File: src/rtl/kbd_port_pkg.sv
package kbd_port_pkg;

    localparam logic [7:0] SC_RELEASE = 8'hF0;
    localparam logic [7:0] SC_EXTEND  = 8'hE0;
    localparam logic [7:0] SC_LSHIFT  = 8'h12;
    localparam logic [7:0] SC_RSHIFT  = 8'h59;

    typedef struct packed {
        logic       hit;
        logic [6:0] code;
    } ascii_lookup_t;

    typedef struct packed {
        logic release_pend;
        logic ext_pend;
        logic shift_l;
        logic shift_r;
    } dec_state_t;

    function automatic ascii_lookup_t scan_lookup(input logic [7:0] sc, input logic shifted);
        ascii_lookup_t r;
        r.hit  = 1'b1;
        r.code = 7'h00;
        case (sc)
            8'h1C: r.code = 7'h41; 8'h32: r.code = 7'h42; 8'h21: r.code = 7'h43;
            8'h23: r.code = 7'h44; 8'h24: r.code = 7'h45; 8'h2B: r.code = 7'h46;
            8'h34: r.code = 7'h47; 8'h33: r.code = 7'h48; 8'h43: r.code = 7'h49;
            8'h3B: r.code = 7'h4A; 8'h42: r.code = 7'h4B; 8'h4B: r.code = 7'h4C;
            8'h3A: r.code = 7'h4D; 8'h31: r.code = 7'h4E; 8'h44: r.code = 7'h4F;
            8'h4D: r.code = 7'h50; 8'h15: r.code = 7'h51; 8'h2D: r.code = 7'h52;
            8'h1B: r.code = 7'h53; 8'h2C: r.code = 7'h54; 8'h3C: r.code = 7'h55;
            8'h2A: r.code = 7'h56; 8'h1D: r.code = 7'h57; 8'h22: r.code = 7'h58;
            8'h35: r.code = 7'h59; 8'h1A: r.code = 7'h5A;
            8'h16: r.code = shifted ? 7'h21 : 7'h31;
            8'h1E: r.code = shifted ? 7'h40 : 7'h32;
            8'h26: r.code = shifted ? 7'h23 : 7'h33;
            8'h25: r.code = shifted ? 7'h24 : 7'h34;
            8'h2E: r.code = shifted ? 7'h25 : 7'h35;
            8'h36: r.code = shifted ? 7'h5E : 7'h36;
            8'h3D: r.code = shifted ? 7'h26 : 7'h37;
            8'h3E: r.code = shifted ? 7'h2A : 7'h38;
            8'h46: r.code = shifted ? 7'h28 : 7'h39;
            8'h45: r.code = shifted ? 7'h29 : 7'h30;
            8'h29: r.code = 7'h20;
            8'h5A: r.code = 7'h0D;
            default: r.hit = 1'b0;
        endcase
        return r;
    endfunction

endpackage

File: src/rtl/ps2_line_filter.sv
module ps2_line_filter #(
    parameter int SYNC_STAGES = 2,
    parameter int FILTER_LEN  = 8
) (
    input  logic clk,
    input  logic rst,
    input  logic raw_i,
    output logic clean_o
);
    localparam int CW = $clog2(FILTER_LEN + 1);

    logic [SYNC_STAGES-1:0] sync_q;
    logic [CW-1:0]          run_q;
    logic                   clean_q;
    logic                   synced;

    assign synced  = sync_q[SYNC_STAGES-1];
    assign clean_o = clean_q;

    always_ff @(posedge clk) begin
        if (rst) begin
            sync_q  <= '1;
            run_q   <= '0;
            clean_q <= 1'b1;
        end else begin
            sync_q <= {sync_q[SYNC_STAGES-2:0], raw_i};
            if (synced == clean_q) begin
                run_q <= '0;
            end else if (run_q == CW'(FILTER_LEN - 1)) begin
                clean_q <= synced;
                run_q   <= '0;
            end else begin
                run_q <= run_q + 1'b1;
            end
        end
    end

    AST_CLEAN_NEEDS_DWELL: assert property (@(posedge clk) disable iff (rst)
        (clean_q != $past(clean_q)) |-> (synced == clean_q)) else $error("filter");

endmodule

File: src/rtl/ps2_rx_frame.sv
module ps2_rx_frame #(
    parameter int TIMEOUT_CYC = 12500
) (
    input  logic       clk,
    input  logic       rst,
    input  logic       kclk_i,
    input  logic       kdat_i,
    output logic       frm_vld_o,
    output logic [7:0] frm_byte_o
);
    localparam int TW = $clog2(TIMEOUT_CYC + 1);

    logic          kclk_q;
    logic          fall;
    logic [3:0]    bit_idx;
    logic [7:0]    shreg;
    logic          par_q;
    logic [TW-1:0] idle_cnt;

    assign fall = kclk_q & ~kclk_i;

    always_ff @(posedge clk) begin
        frm_vld_o <= 1'b0;
        if (rst) begin
            kclk_q     <= 1'b1;
            bit_idx    <= '0;
            shreg      <= '0;
            par_q      <= 1'b0;
            idle_cnt   <= '0;
            frm_byte_o <= '0;
        end else begin
            kclk_q <= kclk_i;
            if (fall) begin
                idle_cnt <= '0;
                if (bit_idx == 4'd0) begin
                    if (!kdat_i) bit_idx <= 4'd1;
                end else if (bit_idx <= 4'd8) begin
                    shreg   <= {kdat_i, shreg[7:1]};
                    bit_idx <= bit_idx + 4'd1;
                end else if (bit_idx == 4'd9) begin
                    par_q   <= kdat_i;
                    bit_idx <= 4'd10;
                end else begin
                    bit_idx <= 4'd0;
                    if (kdat_i && (^{shreg, par_q})) begin
                        frm_vld_o  <= 1'b1;
                        frm_byte_o <= shreg;
                    end
                end
            end else if (bit_idx != 4'd0) begin
                if (idle_cnt == TW'(TIMEOUT_CYC - 1)) begin
                    bit_idx  <= 4'd0;
                    idle_cnt <= '0;
                end else begin
                    idle_cnt <= idle_cnt + 1'b1;
                end
            end
        end
    end

    AST_FRAME_ON_EDGE: assert property (@(posedge clk) disable iff (rst)
        frm_vld_o |-> $past(fall)) else $error("frame");
    AST_FRAME_SINGLE: assert property (@(posedge clk) disable iff (rst)
        frm_vld_o |=> !frm_vld_o) else $error("frame pulse");

endmodule

File: src/rtl/scan_decoder.sv
module scan_decoder
    import kbd_port_pkg::*;
(
    input  logic       clk,
    input  logic       rst,
    input  logic       frm_vld_i,
    input  logic [7:0] frm_byte_i,
    output logic       key_vld_o,
    output logic [6:0] key_code_o
);
    dec_state_t    st;
    ascii_lookup_t lk;

    always_comb lk = scan_lookup(frm_byte_i, st.shift_l | st.shift_r);

    always_ff @(posedge clk) begin
        key_vld_o <= 1'b0;
        if (rst) begin
            st         <= '0;
            key_code_o <= '0;
        end else if (frm_vld_i) begin
            if (frm_byte_i == SC_RELEASE) begin
                st.release_pend <= 1'b1;
            end else if (frm_byte_i == SC_EXTEND) begin
                st.ext_pend <= 1'b1;
            end else if (st.ext_pend) begin
                st.ext_pend     <= 1'b0;
                st.release_pend <= 1'b0;
            end else if (st.release_pend) begin
                st.release_pend <= 1'b0;
                if (frm_byte_i == SC_LSHIFT) st.shift_l <= 1'b0;
                if (frm_byte_i == SC_RSHIFT) st.shift_r <= 1'b0;
            end else if (frm_byte_i == SC_LSHIFT) begin
                st.shift_l <= 1'b1;
            end else if (frm_byte_i == SC_RSHIFT) begin
                st.shift_r <= 1'b1;
            end else if (lk.hit) begin
                key_vld_o  <= 1'b1;
                key_code_o <= lk.code;
            end
        end
    end

    AST_PREFIX_SILENT: assert property (@(posedge clk) disable iff (rst)
        (frm_vld_i && (frm_byte_i == SC_RELEASE || frm_byte_i == SC_EXTEND)) |=> !key_vld_o)
        else $error("prefix");
    AST_RELEASE_SILENT: assert property (@(posedge clk) disable iff (rst)
        (frm_vld_i && st.release_pend) |=> !key_vld_o) else $error("release");
    AST_EXTEND_SILENT: assert property (@(posedge clk) disable iff (rst)
        (frm_vld_i && st.ext_pend) |=> !key_vld_o) else $error("extend");
    AST_KEY_NEEDS_FRAME: assert property (@(posedge clk) disable iff (rst)
        key_vld_o |-> $past(frm_vld_i)) else $error("spurious key");

endmodule

File: src/rtl/key_port_latch.sv
module key_port_latch (
    input  logic       clk,
    input  logic       rst,
    input  logic       key_vld_i,
    input  logic [6:0] key_code_i,
    input  logic       cs_i,
    input  logic       rd_i,
    output logic [7:0] rdata_o
);
    logic       flag_q;
    logic [6:0] code_q;
    logic       sel;
    logic       sel_q;

    assign sel     = cs_i & rd_i;
    assign rdata_o = {flag_q, code_q};

    always_ff @(posedge clk) begin
        if (rst) begin
            flag_q <= 1'b0;
            code_q <= '0;
            sel_q  <= 1'b0;
        end else begin
            sel_q <= sel;
            if (key_vld_i) begin
                flag_q <= 1'b1;
                code_q <= key_code_i;
            end else if (sel_q && !sel) begin
                flag_q <= 1'b0;
            end
        end
    end

    AST_FLAG_SET: assert property (@(posedge clk) disable iff (rst)
        key_vld_i |=> rdata_o[7]) else $error("flag set");
    AST_FLAG_CLEAR: assert property (@(posedge clk) disable iff (rst)
        (sel_q && !sel && !key_vld_i) |=> !rdata_o[7]) else $error("flag clear");
    AST_CODE_HOLD: assert property (@(posedge clk) disable iff (rst)
        !key_vld_i |=> $stable(rdata_o[6:0])) else $error("code hold");
    AST_NO_SEL_NO_CLEAR: assert property (@(posedge clk) disable iff (rst)
        (!sel_q && !key_vld_i) |=> $stable(rdata_o[7])) else $error("unselected");

endmodule

File: src/rtl/kbd_ascii_port.sv
module kbd_ascii_port #(
    parameter int SYNC_STAGES = 2,
    parameter int FILTER_LEN  = 8,
    parameter int TIMEOUT_CYC = 12500
) (
    input  logic       clk,
    input  logic       rst,
    input  logic       ps2_clk_i,
    input  logic       ps2_dat_i,
    input  logic       cs_i,
    input  logic       rd_i,
    output logic [7:0] rdata_o
);
    logic       kclk_f;
    logic       kdat_f;
    logic       frm_vld;
    logic [7:0] frm_byte;
    logic       key_vld;
    logic [6:0] key_code;
    logic [1:0] raw_lines;
    logic [1:0] clean_lines;

    assign raw_lines = {ps2_dat_i, ps2_clk_i};
    assign kclk_f    = clean_lines[0];
    assign kdat_f    = clean_lines[1];

    for (genvar g = 0; g < 2; g++) begin : g_line
        ps2_line_filter #(.SYNC_STAGES(SYNC_STAGES), .FILTER_LEN(FILTER_LEN)) u_filt (
            .clk(clk), .rst(rst), .raw_i(raw_lines[g]), .clean_o(clean_lines[g]));
    end

    ps2_rx_frame #(.TIMEOUT_CYC(TIMEOUT_CYC)) u_rx (
        .clk(clk), .rst(rst), .kclk_i(kclk_f), .kdat_i(kdat_f),
        .frm_vld_o(frm_vld), .frm_byte_o(frm_byte));

    scan_decoder u_dec (
        .clk(clk), .rst(rst), .frm_vld_i(frm_vld), .frm_byte_i(frm_byte),
        .key_vld_o(key_vld), .key_code_o(key_code));

    key_port_latch u_latch (
        .clk(clk), .rst(rst), .key_vld_i(key_vld), .key_code_i(key_code),
        .cs_i(cs_i), .rd_i(rd_i), .rdata_o(rdata_o));

endmodule

File: config.mk
export PLATFORM = sky130hd
export DESIGN_NAME = kbd_ascii_port
export DESIGN_NICKNAME = d
export VERILOG_FILES = /design/src/rtl/kbd_port_pkg.sv /design/src/rtl/ps2_line_filter.sv /design/src/rtl/ps2_rx_frame.sv /design/src/rtl/scan_decoder.sv /design/src/rtl/key_port_latch.sv /design/src/rtl/kbd_ascii_port.sv
export SDC_FILE = /design/constraint.sdc
export NUM_CORES = 1
export LEC_CHECK = 0
export CORE_ASPECT_RATIO = 0.75
export CORE_UTILIZATION = 56
export CTS_BUF_LIST = sky130_fd_sc_hd__clkbuf_4 sky130_fd_sc_hd__clkbuf_8 sky130_fd_sc_hd__clkbuf_16
export CTS_CLUSTER_SIZE = 8
export DETAILED_ROUTE_END_ITERATION = 8
export PLACE_DENSITY = 0.71
export SLEW_MARGIN = 20
export SYNTH_ARGS = -nofsm -noshare
export SYNTH_HDL_FRONTEND = slang
export SYNTH_SLANG_ARGS = --single-unit
File: constraint.sdc
create_clock -name clk -period 5.6 [get_ports clk]
set_input_delay 1.12 -clock clk [delete_from_list [all_inputs] [get_ports clk]]
set_output_delay 1.12 -clock clk [all_outputs]
set_load 0.05 [all_outputs]
## Yosys cells after proc, flatten, opt, wreduce, memory -nomap -nowiden

Cells that the tools add are included.
Widths: inputs -> output; s select.

| cells by class | value |
|---|---|
| mux-type cells | 33 |
| equal/unequal tests | 52 |
| magnitude comparators | 1 |
| add/subtract/negate cells | 4 |
| bitwise logic cells | 17 |
| reductions and logical operators | 27 |

Operator list:

| operator | number |
|---|---|
| $pmux 7 s38 | 1 |
| $eq 8x6->1 const B | 23 |
| $eq 8x7->1 const B | 9 |
| $eq 8x5->1 const B | 8 |
| $mux 5 | 8 |
| $reduce_or 38->1 | 1 |
| $mux 4 | 7 |
| $eq 8x8->1 const B | 2 |
| $add 14x1->14 const B | 1 |
| $eq 14x14->1 const B | 1 |
| $mux 14 | 1 |
| $mux 7 | 2 |
| $not 1->1 | 14 |
| $mux 1 | 13 |
| $add 4x1->4 const B | 3 |
| $reduce_and 5->1 | 2 |
| $reduce_xor 9->1 | 1 |
| $eq 4x3->1 const B | 2 |
| $reduce_and 2->1 | 4 |
| $reduce_and 8->1 | 1 |
| $reduce_bool 2->1 | 4 |
| $reduce_or 8->1 | 1 |
| $reduce_and 7->1 | 1 |
| $reduce_and 3->1 | 2 |
| other kinds (17) | 22 |

| word-level totals | value |
|---|---|
| bits of input ports | 6 |
| logic and storage cells | 156 |
| output and inout bits | 8 |
| flip-flop bits (word level) | 72 |

## Depth between registers and ports, before layout

| logic depth | value |
|---|---|
| word-level depth | 5 |
| gate-level depth with buffers | 9 |
| gate-level depth less buffers | 8 |

## Modules after synthesis

From an unflattened synthesis, not the netlist that was laid out.

| second synthesis, totals | value |
|---|---|
| cell total of the unflattened synthesis | 456 |
| area, all modules | 4,048.9 sq um |

By module, submodules not included:

| module | area each (sq um) | times used | cells each | sequential area each (sq um) |
|---|---|---|---|---|
| ps2_rx_frame | 1,682.9 | 1 | 179 | 740.7 |
| scan_decoder | 1,527.7 | 1 | 200 | 240.2 |
| ps2_line_filter | 252.7 | 2 | 23 | 140.1 |
| key_port_latch | 332.8 | 1 | 31 | 180.2 |

## Least setup slack after synthesis

Ideal clock, no wire load.

| path | value |
|---|---|
| kind | register to register |
| start point | register u_rx.bit_idx[0] |
| end point | register u_rx.bit_idx[0] |
| path buffers | 1 |
| period minus slack after synthesis | 2,129 ps |
| setup slack | 3,471 ps |
| cell stages (with the launch flop) | 10 |
| data required time | 5,526 ps |
| library setup time | 74 ps |
| arrival time | 2,054 ps |
| path through | dfxtp_1 -> inv_1 -> ha_1 -> or3b_1 -> clkbuf_1 -> nand2_1 -> o31ai_4 -> nand2_2 -> or4_1 -> a31oi_1 |

| between the ends | value |
|---|---|
| longest elaborated chain between the ends | 4 |
| elaborated cells between the ends (all ways) | 10 |
| those cells by class | add/sub: 1; order compare: 1; eq/ne: 1; mux: 3; reduce/logical: 4 |

RTL lines:

| what | line | RTL |
|---|---|---|
| from (decl) | ps2_rx_frame.sv:15 | `logic [3:0] bit_idx;` |
| from (signal assigned) | ps2_rx_frame.sv:39 | `bit_idx <= bit_idx + 4'd1;` |
| $add 4x1->4 / $le 4x4->1 (equally long branches) | ps2_rx_frame.sv:39, ps2_rx_frame.sv:37 |  |
| $mux 4 | ps2_rx_frame.sv:37 | `end else if (bit_idx <= 4'd8) begin` |
| $mux 4 | ps2_rx_frame.sv:35 | `if (bit_idx == 4'd0) begin` |
| $mux 4 | ps2_rx_frame.sv:33 | `if (fall) begin` |

Parallel ways exist; a longest one is shown, timed or not.
A chain may end at the register's enable or synchronous reset.

## Worst setup path after layout

| path | value |
|---|---|
| start point | input port rst |
| end point | register u_rx.idle_cnt[11] |

| between the ends | value |
|---|---|
| longest elaborated chain between the ends | 1 |

RTL lines:

| what | line | RTL |
|---|---|---|
| from (decl) | kbd_ascii_port.sv:7 | `input logic rst,` |
| $reduce_or 2->1 (no source line) | -- |  |
| to (signal assigned) | ps2_rx_frame.sv:55 | `idle_cnt <= idle_cnt + 1'b1;` |
| to (decl) | ps2_rx_frame.sv:18 | `logic [TW-1:0] idle_cnt;` |

Every way passes these cells.

==> flow_summary.json <==
{
  "tightest_slew_ns": 1.06,
  "synth_area_leaders": "dfxtp_1 (36%), nor2_1 (6.3%), mux2i_1 (5.3%)",
  "die_y_um": 74.7,
  "maxCapViolations": 0,
  "synth_nets": 482,
  "htree_levels": 3,
  "grt_usage": 0.237,
  "grt_pass1_wl_mm": 13.9,
  "ios": 14,
  "finalNonFillerCells": 557,
  "die_x_um": 99.0,
  "critical_path_class": "in -> reg",
  "dp_slack_ns": 2.45,
  "drive_gt1_frac": 0.0846,
  "hold_viol": 0,
  "grt_pass1_vias": 2916,
  "gp_congestion": 1.01,
  "dr.pass1.iters": 5,
  "fin_crit_sh": 0.497,
  "grt-ovfl-total": 0,
  "arrival_ns": 2.99,
  "final_util": 0.625,
  "clock.fmax_mhz": 359,
  "postCtsHoldBufs": 0,
  "period_needed_ns": 2.78,
  "grt_max_degree": 48,
  "clockBufferDepth": 2,
  "cts-resized-gates": 0,
  "status": "complete, no violations",
  "synth_area_leader_cell": "dfxtp_1",
  "worstHoldStart": "g_line[0].u_filt.sync_q[0]",
  "coreArea_mm2": 0.00683,
  "synth_cells": 470,
  "diodes": 0,
  "yosysTopAreaCellShare": 0.365,
  "area_growth_syn_to_layout_pct": 8.14,
  "synth_area_mm2": 0.00395,
  "rows": 26,
  "clock_latency_ns": 0.34,
  "ys_ff_latch": 72,
  "ant_nets": 0,
  "setup_viol_count_final": 0,
  "rsz0062_at_grt": "no",
  "reg2reg_depth": 6,
  "cp-start-kind": "primary input",
  "drc": 0,
  "p_leak_nw": 1.48,
  "nNetsFinal": 480,
  "slew_violations": 0,
  "ys_seq_area_frac": 0.365,
  "ys_warn_count": 0,
  "total_power_w": 0.000934,
  "p_per_area_mw_per_mm2": 219,
  "hold_end": "g_line[0].u_filt.sync_q[1]",
  "async_flop_share": 0,
  "final_common_cell": "dfxtp_1",
  "avgSynthCellArea_um2": 8.41,
  "viasPerCell": 6.07,
  "finClkSkew_ns": 0.00570,
  "dpl.cell_count": 541,
  "path_clk_slew_ns": 0.07,
  "end_kind": "register",
  "wl_per_cell_um": 15.2,
  "initial_core_util": 0.578,
  "mostFrequentLayoutCells": "dfxtp_1 (72), nor2_1 (66), nand2_1 (34)",
  "dr.first_iter.drc_count": 312,
  "r2r_slack_ns": 2.94,
  "wl_mm": 8.49,
  "cts_tree": "yes",
  "maxSlewHeadroom": 0.289,
  "die_area_mm2": 0.00740,
  "place_hpwl_mm": 5.88,
  "place.port_buffers": 13,
  "hold_path_class": "reg -> reg",
  "setup_tns_ns": 0,
  "hold_depth": 1,
  "ys.flop_type": "dfxtp_1",
  "cp_data_required_time_ns": 5.81,
  "ys_types": 72,
  "reg2reg_from": "u_rx.frm_byte_o[0]",
  "cts-root-buf": "clkbuf_8",
  "synth_edf_count": 0,
  "ir_drop_mv": 0.151,
  "via_count": 3381,
  "r2r_end": "u_dec.key_code_o[1]",
  "cts.sinks": 72,
  "worstPathMaxFanout": 47,
  "antenna_found_initial": 0,
  "post_cts_buffers": 0,
  "cts-buffers-inserted": 9,
  "worst_slack_ns": 2.82
}
## logic make-up after synthesis
logic type                 share of synthesized area
AOI/OAI and AO/OA                              0.170
adders and majority gates                     0.0190
and+or+nand+nor                                0.283
muxes                                         0.0532
DFF                                            0.365
xor gates and xnor gates                      0.0678
buffers and inverters                         0.0418
## cell type report
class	count	area [µm²]
sequential	72	1440
inverter	10	37.5
multi-input combinational	359	2340
clock buffer	12	146
tap	84	105
timing repair buffer	16	153
fill	616	2560
clock inverter	4	45.0
## Yosys cell counts, drive strengths merged (2+ instances only)
cell / number
inv: 9
a2111oi: 3
nand3: 14
or3b: 5
nor3: 16
nand3b: 5
mux2i: 21
o21a: 2
nand2b: 13
nand4: 6
xor2: 11
o21ai: 21
and4b: 3
o221a: 3
nor2: 67
a2111o: 2
buf: 16
and3: 3
or2: 8
nand4b: 2
xnor2: 17
nor4b: 4
clkbuf: 13
dfxtp: 72
o32ai: 2
nor3b: 4
or4b: 3
o41ai: 2
a211oi: 6
a21boi: 3
ha: 6
or3: 3
o22ai: 6
nor2b: 6
a31oi: 5
or4: 2
o31ai: 5
nand2: 35
nand4bb: 4
a21oi: 21
## metrics by stage
stage / cell area (µm²) / hold slack (ns)
after floorplan: 3950 / 0.389
after global placement: 4080 / 0.393
after detailed placement: 4080 / 0.397
after CTS: 4270 / 0.415
after global routing: 4270 / 0.425
final: 4270 / 0.413
## per-layer routing
metal	vias up	share of wire	global-route usage
li1	1695	-	-
met1	1541	0.49	0.331
met2	125	0.42	0.356
met3	20	0.069	0.0622
met4	0	0.017	0.0896
met5	-	0	0
## registers in the layout (all words and copies together) (netlist names)
signal                 count
g_line.u_filt.clean_o      2
g_line.u_filt.run_q        8
g_line.u_filt.sync_q       4
u_dec.key_code_o           7
u_dec.key_vld_o            1
u_dec.st                   4
u_latch.code_q             7
u_latch.flag_q             1
u_latch.sel_q              1
u_rx.bit_idx               4
u_rx.frm_byte_o            8
u_rx.frm_vld_o             1
u_rx.idle_cnt             14
u_rx.kclk_q                1
u_rx.par_q                 1
u_rx.shreg                 8
## worst max path at each step
stage | depth (start not counted) | end | startpoint
finish | 5 | u_rx.idle_cnt[11] | rst
global route | 5 | u_rx.idle_cnt[8] | rst
CTS | 5 | u_rx.idle_cnt[5] | rst
detailed placement | 5 | u_rx.idle_cnt[5] | rst
global placement | 5 | u_rx.idle_cnt[8] | rst
floorplan | 9 | u_rx.bit_idx[0] | u_rx.bit_idx[0]
## power breakdown
group | internal [W] | total (W) | switching (W)
registers | 0.000515 | 0.000517 | 0.00000191
clock network | 0.000219 | 0.000400 | 0.000181
logic | 0.00000732 | 0.0000175 | 0.0000102
total | 0.000741 | 0.000934 | 0.000193
## critical path: stages
cell and delay, ns:
clkdlybuf4s50_1 0.45, buf_4 0.40, clkinv_1 0.39, nand2b_1 0.50, nor2_1 0.11
Note: power is estimated with default switching activity, not from simulation.
